[src/rtl/hsp_mailbox.sv]
module hsp_mailbox #(
  parameter int SYNC_STAGES = 2
) (
  input  logic       clk,
  input  logic       rst_n,
  input  logic       h_addr,
  input  logic       h_cs_n,
  input  logic       h_rd_n,
  input  logic       h_wr_n,
  input  logic [7:0] h_data_i,
  output logic [7:0] h_data_o,
  output logic       h_data_oe,
  input  logic       s_sel,
  input  logic       s_we,
  input  logic [1:0] s_addr,
  input  logic [7:0] s_wdata,
  output logic [7:0] s_rdata
);

  logic [SYNC_STAGES-1:0] wr_sync, rd_sync;
  logic       wr_prev, rd_prev;
  logic       wr_rise, rd_rise;
  logic [7:0] idr_q, odr_q;
  logic [4:0] usr_q;
  logic       cd_q, ibf_q, obf_q;
  logic [7:0] sts;

  wire h_wr_act = !h_cs_n && !h_wr_n;
  wire h_rd_odr = !h_cs_n && !h_rd_n && !h_addr;

  always_ff @(posedge clk or negedge rst_n) begin
    if (!rst_n) begin
      wr_sync <= '0;
      rd_sync <= '0;
      wr_prev <= 1'b0;
      rd_prev <= 1'b0;
    end else begin
      wr_sync <= {wr_sync[SYNC_STAGES-2:0], h_wr_act};
      rd_sync <= {rd_sync[SYNC_STAGES-2:0], h_rd_odr};
      wr_prev <= wr_sync[SYNC_STAGES-1];
      rd_prev <= rd_sync[SYNC_STAGES-1];
    end
  end

  assign wr_rise = wr_sync[SYNC_STAGES-1] && !wr_prev;
  assign rd_rise = rd_sync[SYNC_STAGES-1] && !rd_prev;

  wire s_rd_idr = s_sel && !s_we && (s_addr == 2'd0);
  wire s_wr_odr = s_sel &&  s_we && (s_addr == 2'd1);
  wire s_wr_sts = s_sel &&  s_we && (s_addr == 2'd2);

  always_ff @(posedge clk or negedge rst_n) begin
    if (!rst_n) begin
      idr_q <= '0;
      usr_q <= '0;
      cd_q  <= 1'b0;
      ibf_q <= 1'b0;
      obf_q <= 1'b0;
    end else begin
      if (wr_rise) begin
        idr_q <= h_data_i;
        cd_q  <= h_addr;
      end
      if (wr_rise)       ibf_q <= 1'b1;
      else if (s_rd_idr) ibf_q <= 1'b0;
      if (s_wr_odr)      obf_q <= 1'b1;
      else if (rd_rise)  obf_q <= 1'b0;
      if (s_wr_sts)      usr_q <= {s_wdata[7:4], s_wdata[2]};
    end
  end

  always_ff @(posedge clk) begin
    if (s_wr_odr) odr_q <= s_wdata;
  end

  assign sts = {usr_q[4:1], cd_q, usr_q[0], ibf_q, obf_q};

  assign h_data_oe = !h_cs_n && !h_rd_n;
  assign h_data_o  = h_addr ? sts : odr_q;

  always_comb begin
    case (s_addr)
      2'd0:    s_rdata = idr_q;
      2'd1:    s_rdata = odr_q;
      2'd2:    s_rdata = sts;
      default: s_rdata = 8'h00;
    endcase
  end

endmodule

[config.mk]
export PLATFORM = sky130hd
export DESIGN_NAME = hsp_mailbox
export DESIGN_NICKNAME = d
export VERILOG_FILES = /design/src/rtl/hsp_mailbox.sv
export SDC_FILE = /design/constraint.sdc
export NUM_CORES = 1
export LEC_CHECK = 0
export ABC_AREA = 0
export BUFFER_PORTS_ARGS = -buffer_cell sky130_fd_sc_hd__clkbuf_2
export CAP_MARGIN = 30
export CORE_MARGIN = 5
export CORE_UTILIZATION = 48
export CTS_CLUSTER_DIAMETER = 30
export DETAILED_ROUTE_END_ITERATION = 10
export MAX_ROUTING_LAYER = met4
export PLACE_DENSITY = 0.77
export SLEW_MARGIN = 0
export SYNTH_ARGS = -nofsm -noshare
export SYNTH_HDL_FRONTEND = slang
export SYNTH_SLANG_ARGS = --single-unit
[constraint.sdc]
create_clock -name clk -period 1.7 [get_ports clk]
set_clock_uncertainty 0.15 [all_clocks]
set_input_delay 0.085 -clock clk [delete_from_list [all_inputs] [get_ports clk]]
set_output_delay 0.085 -clock clk [all_outputs]
set_load 0.02 [all_outputs]
Word-level counts from Yosys, hierarchy flattened

Index checks and enable logic that the tools add are counted.

Flip-flop bits (word level): 30
Input bits: 26
Output and inout bits: 17

Reduce and logical (&&, ||, !) cells: 20
Equality and inequality tests: 2
Multiplexer cells: 6

Operator list:

| kind                 | count |
|---|---|
| $pmux W8 S3          | 1 |
| $logic_and A1 B1 Y1  | 10 |
| $mux W8              | 1 |
| $logic_not A1 Y1     | 7 |
| $mux W1              | 4 |
| $reduce_bool A2 Y1   | 2 |
| $eq A2 B1 Y1 const B | 1 |
| $eq A2 B2 Y1 const B | 1 |
| $logic_not A2 Y1     | 1 |

Logic depth before layout (Yosys ltp)

Gate-level depths: netlist of the first run.

Depth in word-level cells: 5
Gate-level depth with buffers: 4
Gate-level depth less buffers: 2

Worst setup path before layout of the first run

Ideal clock, no wire load.

Kind: register -> register
Start point: reg wr_prev
End point: reg idr_q[0]
Buffers on the path: 1
Clock period less this slack: 1.240 ns
Cell stages (with the launch flop): 4
Setup slack: 0.460 ns
Arrival time: 0.965 ns
Required time: 1.425 ns
Setup time: 0.125 ns
Cell sequence: dfrtp_1 nor2b_1 buf_2 mux2_2

Cells in the longest elaborated chain, start to end: 2

Ends and longest elaborated chain:

| element                  | RTL line | source |
|---|---|---|
| start: declaration       | 21       | `logic wr_prev, rd_prev;` |
| start signal: assignment | 40       | `wr_prev <= wr_sync[SYNC_STAGES-1];` |
| $logic_not A1 Y1         | 45       | `assign wr_rise = wr_sync[SYNC_STAGES-1] && !wr_prev;` |
| $logic_and A1 B1 Y1      | 45       |  |
| end signal: assignment   | 61       | `idr_q <= h_data_i;` |
| end: declaration         | 23       | `logic [7:0] idr_q, odr_q;` |

Every way passes these cells.
A chain may end at the register's enable or synchronous reset.

Worst setup path after layout of the first run

Start point: reg odr_q[7]
End point: out s_rdata[7]

Cells in the longest elaborated chain, start to end: 1

Ends and longest elaborated chain:

| element                  | RTL line | source |
|---|---|---|
| start: declaration       | 23       |  |
| start signal: assignment | 73       | `if (s_wr_odr) odr_q <= s_wdata;` |
| $pmux W8 S3              | 82       | `case (s_addr)` |
| end: declaration         | 17       | `output logic [7:0] s_rdata` |

Every way passes these cells.

==> flow_summary_export.csv, run 1 <==
group,metric,value,unit
outcome,status,"completed",
setup_path,cp.arrival,1.21,ns
global_routing,grt_pass1_vias,1029,
route,met2_length,1.55,mm
route,met3_wirelength,180,um
place,gp_congestion,0.716,
global_routing,grt_pass1_wl,4.73,mm
floorplanning,die_area,3820,um2
route,drcViolationCount,0,
power,total_leakage_power,0.000837,uW
logic_synthesis,syn_avg_cell_area,15.3,um2
setup_path,path_class,"flop to output pin",
sta,rsz0062_at_grt,"false",
setup_path,cp-end-kind,"output pin",
layout,final_core_util,0.716,
sta,fin_crit_sh,0.848,
logic_synthesis,seq_area_frac_synth,0.614,
setup_path,worstSetupStartpointType,"flop",
route,first_pass_iters,4,
clock_network,hold_buffers,23,
floorplanning,start_util,0.511,
layout,antenna_cells,0,
sta,hold_ws,0.113,ns
sta,tightest_slew,0.557,ns
place,portBuffers,42,
floorplanning,core,2520,um2
clock_network,clock-sinks,30,
place,hpwlAfterDp,2.03,mm
layout,final_cell_mix,"42 x clkbuf_2, 23 x dlygate4sd3_1, 22 x mux2_2, 22 x dfrtp_1",
setup_path,reg2reg_to,"idr_q[0]$_DFFE_PN0P_",
logic_synthesis,synth_cells,84,
logic_synthesis,synth_cell_types,14,
sta,hold_viol_final,0,
power,power.density,909,nW/um2
logic_synthesis,syn_area,1290,um2
sta,slew_violations,0,
flow_run,cap_violations,0,
global_routing,overflow,0,
setup_path,crit_path_top_delay_cell,"edfxtp_1",
floorplanning,rows,18,
layout,finalNetCount,179,
setup_path,reg2reg_from,"wr_sync[1]$_DFF_PN0_",
sta,fin_setup_tns,0,ns
clock_network,htree_levels,2,
setup_path,cp_cell_sequence,"mux2i_1, o2bb2ai_1, clkbuf_2",
floorplanning,io_pins,43,
layout,final_common_cell,"clkbuf_2",
layout,area_growth,40.2,%
setup_path,r2r_setup_slack,0.40,ns
global_routing,grt_use_total,0.183,
logic_synthesis,yosysWarnings,0,
route,drt_iter0_markers,18,
min_path,min_path_type,"primary input to flop",
route,wl_met1,1.25,mm
min_path,hold_depth,2,
route,wirelength,3.02,mm
min_path,min_to,"cd_q$_DFFE_PN0P_",
setup_path,path_max_fanout,2,
logic_synthesis,ys_ff_latch,30,
min_path,hold_start,"h_addr",
floorplanning,die_h,61.8,um
route,dr_total_vias,931,
clock_network,post_cts_buffers,0,
logic_synthesis,syn_nets,110,
global_routing,grt_max_degree,23,
route,highest_layer,"met4",
sta,setup_viol,0,
route,antenna_left,0,
clock_network,cts_inserted_buffers,5,
clock_network,clk_pin_slew,0.09,ns
clock_network,cts_resized,0,
clock_network,root_buffer,"clkbuf_4",
route,wl_per_cell,16.4,um
clock_network,clock_path_buffers,2,
layout,drive_gt1_frac,0.468,
setup_path,cpPeakStageDelay,0.42,ns
setup_path,worst_ep_required_time,1.46,ns
sta,fmax,693,MHz
route,avgViaCountPerCell,5.06,
sta,fin_crit,1.44,ns
power,finalPower,1640,uW
global_routing,antenna_found_initial,0,
floorplanning,fp.dieW,61.8,um
power,irDropWorstVdd,0.792,mV
clock_network,cts_tree,"yes",
clock_network,clkLatencyLatePin,0.32,ns
sta,max_slew_margin,0.629,
setup_path,ff2ff_path_depth,3,
## state kept, by name (all words and copies together), names as in the netlist
register / cells
rd_prev: 1
odr_q: 8
obf_q: 1
ibf_q: 1
usr_q: 5
wr_sync: 2
cd_q: 1
wr_prev: 1
idr_q: 8
rd_sync: 2
## synthesized netlist by cell type, drive strengths merged
master / count / share of area
dfrtp: 22 / 0.43
or4b: 1 / 0.0078
nand4b: 1 / 0.0068
nor2: 2 / 0.0058
mux2i: 8 / 0.062
mux2: 22 / 0.19
and4b: 1 / 0.0078
nor2b: 2 / 0.0097
o2bb2ai: 8 / 0.054
nor3: 1 / 0.0039
edfxtp: 8 / 0.19
nand2b: 1 / 0.0049
a21o: 2 / 0.012
buf: 5 / 0.019
## metal layers
metal	global-route usage	vias to the layer above
met1	0.222	442
met2	0.294	29
met5	-	-
met4	0.0515	0
li1	-	454
met3	0.0579	6
## through the flow
stage / setup WS [ns] / area, um2 / std cells
floorplan: 0.460 / 1290 / 84
global placement: 0.330 / 1530 / 153
detailed placement: 0.298 / 1530 / 153
CTS: 0.273 / 1810 / 184
global route: 0.217 / 1810 / 184
finish: 0.258 / 1810 / 184
## worst max-delay path by stage
| stage | start | endpoint |
|---|---|---|
| after floorplan | wr_prev$_DFF_PN0_ | idr_q[0]$_DFFE_PN0P_ |
| after global placement | s_addr[0] | odr_q[4]$_DFFE_PP_ |
| after detailed placement | s_addr[0] | usr_q[2]$_DFFE_PN0P_ |
| after CTS | odr_q[4]$_DFFE_PP_ | s_rdata[4] |
| after global routing | odr_q[7]$_DFFE_PP_ | s_rdata[7] |
| final | odr_q[7]$_DFFE_PP_ | s_rdata[7] |
## report_power, final
group	internal (uW)	switching (uW)	leakage (uW)
clock	155	234	0.0000297
combinational	195	183	0.000467
sequential	825	50.5	0.000340
## worst max-delay path: cells and delay by family, from the launching register on
| kind | cells | cell delay [ns] |
|---|---|---|
| buffers and inverters | 1 | 0.16 |
| DFF | 1 | 0.42 |
| muxes | 1 | 0.20 |
| AOI/OAI and AO/OA | 1 | 0.10 |
## kinds of logic after synthesis
group                  count (synthesis)  synth area share
AOI/OAI and AO/OA                     10            0.0660
buffers and inverters                  5            0.0194
DFF                                   30             0.614
muxes                                 30             0.254
and+or+nand+nor                        9            0.0466
## area by class of cell
type | count | area, um2
fill | 182 | 716
clock buffer | 6 | 41.3
sequential | 30 | 791
multi-input combinational | 49 | 473
clock inverter | 2 | 8.76
tap | 30 | 37.5
timing repair buffer | 67 | 455
Note: power is estimated with default switching activity, not from simulation.
==> inputs of run 2 (changes only) <==
- ABC_AREA: 0 -> 1
- PLACE_DENSITY: 0.77 -> 0.76
- clock period: 1.7 -> 1.4 ns (I/O delays scaled with it)
==> flow_summary_export.csv, run 2 <==
group,metric,value,unit
outcome,status,"completed",
floorplanning,fp.dieW,62.6,um
place,gp_congestion,0.836,
route,wirelength,3.26,mm
setup_path,path_max_fanout,8,
power,seqPwrFrac,0.529,
power,power_frac_comb,0.209,
logic_synthesis,synthArstFlopShare,0.733,
global_routing,grt_use_total,0.192,
clock_network,clkLatencyLatePin,0.32,ns
setup_path,path_class,"primary input to flop",
layout,final_cell_mix,"83 x nand2_1, 42 x clkbuf_2, 24 x dlygate4sd3_1, 22 x dfrtp_1, 21 x nand3_1",
logic_synthesis,seq_area_frac_synth,0.596,
setup_path,cp-endpoint,"odr_q[1]$_DFFE_PP_",
layout,antenna_cells,0,
place,portBuffers,42,
place,hpwlAfterDp,2.33,mm
clock_network,cts_tree,"yes",
layout,fill_cells,224,
logic_synthesis,ys_top_cells_by_count,"83 x nand2_1, 22 x dfrtp_1, 21 x nand3_1",
power,p_int,1410,uW
power,swShare,0.293,
setup_path,reg2reg_to,"cd_q$_DFFE_PN0P_",
layout,area_growth,41.4,%
global_routing,overflow,0,
floorplanning,start_util,0.489,
logic_synthesis,netlist.area_leader.share,0.415,
route,dr_total_vias,1262,
route,drt_iter0_markers,70,
logic_synthesis,synth-main-ff-cell,"dfrtp_1",
floorplanning,rows,19,
sta,fin_setup_tns,0,ns
route,wl_per_cell,12.5,um
global_routing,grt_pass1_wl,5.69,mm
logic_synthesis,synth_cells,155,
sta,rsz0062_at_grt,"false",
route,antenna_left,0,
sta,hold_viol_final,0,
layout,drive_gt1_frac,0.253,
layout,multiInputGateArea,472,um2
logic_synthesis,synth.area.top_cells,"dfrtp_1 42%, nand2_1 23%, edfxtp_1 18%",
place,place_ws,0.137,ns
setup_path,r2r_setup_slack,0.16,ns
clock_network,cts_inserted_buffers,5,
min_path,min_path_type,"primary input to flop",
floorplanning,core,2710,um2
clock_network,root_buffer,"clkbuf_4",
sta,max_slew_margin,0.636,
sta,slew_violations,0,
setup_path,ff2ff_path_depth,3,
route,drcViolationCount,0,
sta,fin_crit,1.32,ns
logic_synthesis,yosysTopAreaCell,"dfrtp_1",
layout,final_common_cell,"nand2_1",
floorplanning,die_area,3910,um2
power,p_switching,583,uW
power,power.density,1060,nW/um2
layout,seq_area,791,um2
logic_synthesis,yosysWarnings,0,
sta,fin_crit_sh,0.943,
sta,fin_ws,0.0800,ns
logic_synthesis,yosysMostFrequentCell,"nand2_1",
clock_network,clock-sinks,30,
clock_network,htree_levels,2,
layout,largestRegisters,"idr_q (8), odr_q (8), usr_q (5)",
setup_path,setup.worst_path.start,"s_we",
sta,setup_viol,0,
sta,fmax,758,MHz
global_routing,grt_max_degree,23,
logic_synthesis,ys_ff_latch,30,
power,clockPowerShare,0.262,
floorplanning,io_pins,43,
global_routing,grt_pass1_vias,1252,
route,first_pass_iters,4,
setup_path,worstSetupStartpointType,"primary input",
power,total_leakage_power,0.000991,uW
setup_path,cp.arrival,1.21,ns
flow_run,cap_violations,0,
setup_path,cp-end-kind,"flop",
logic_synthesis,synth_cell_types,14,
route,avgViaCountPerCell,4.85,
clock_network,post_cts_buffers,0,
logic_synthesis,syn_nets,181,
power,irDropWorstVdd,0.982,mV
logic_synthesis,syn_area,1330,um2
floorplanning,die_h,62.6,um
logic_synthesis,synth-edff-count,8,
global_routing,antenna_found_initial,0,
setup_path,worst_ep_required_time,1.29,ns
setup_path,reg2reg_from,"wr_sync[1]$_DFF_PN0_",
sta,tightest_slew,0.546,ns
clock_network,clk_pin_slew,0.08,ns
clock_network,clock_path_buffers,2,
layout,finalNetCount,254,
logic_synthesis,syn_avg_cell_area,8.56,um2
run 2: metal layers:
metal  GRT usage  routed length [um]
met3      0.0701                 219
met2       0.315                1640
met5           -                   0
met4      0.0875                  64
met1       0.207                1330
run 2: cell families (layout without fill, tap and decap cells):
logic type	count (synthesis)	in the layout	share of synthesized area
and+or+nand+nor	111	111	0.348
DFF	30	30	0.596
buffers and inverters	12	86	0.0481
AOI/OAI and AO/OA	2	2	0.00755
run 2: metrics by stage:
| stage | area, um2 | hold WS [ns] | power [uW] | util | instances |
|---|---|---|---|---|---|
| 2_1_floorplan | 1330 | -0.376 | 1280 | - | 155 |
| 3_3_place_gp | 1570 | -0.0822 | 1420 | 0.580 | 228 |
| 3_5_place_dp | 1570 | -0.0706 | 1440 | 0.580 | 228 |
| 4_1_cts | 1870 | -0.0501 | 2020 | 0.691 | 260 |
| 5_1_grt | 1880 | 0.0248 | 2130 | 0.692 | 260 |
| 6_report | 1880 | 0.0205 | 1990 | 0.692 | 260 |
run 2: worst max-delay path, stage by stage:
cell and delay, ns:
dlygate4sd3_1 0.53, clkbuf_2 0.11, nand2_1 0.06, inv_1 0.04
nand2_1 0.14, clkinvlp_4 0.24
run 2: timing repair:
action	CTS	global route
hold endpoints to repair	47	0
resized for setup	0	1
endpoints found under the setup margin	0	8
hold buffers	24	0
run 2: cell type report:
type                    count  area share
clock buffers               7      0.0294
inverters                   8      0.0180
multi-input cells         113       0.252
flip-flops and latches     30       0.422
clock inverters             1     0.00267
repair buffers             70       0.256
well taps                  31      0.0207
run 2: worst min-delay path by stage:
stage	from	to	slack [ns]	cells past startpoint
2_1_floorplan	rst_n	cd_q$_DFFE_PN0P_	-0.38	0
3_3_place_gp	rst_n	usr_q[1]$_DFFE_PN0P_	-0.08	1
3_5_place_dp	rst_n	usr_q[1]$_DFFE_PN0P_	-0.07	1
4_1_cts	s_addr[1]	obf_q$_DFFE_PN0P_	-0.05	4
5_1_grt	s_addr[1]	obf_q$_DFFE_PN0P_	0.02	4
6_report	h_addr	cd_q$_DFFE_PN0P_	0.02	3
run 2: power groups by stage:
stage	combinational [uW]	clock [uW]	sequential, uW
floorplan	234	0	1050
global placement	356	0	1060
detailed placement	369	0	1070
CTS	421	544	1050
global route	466	599	1070
finish	416	523	1050
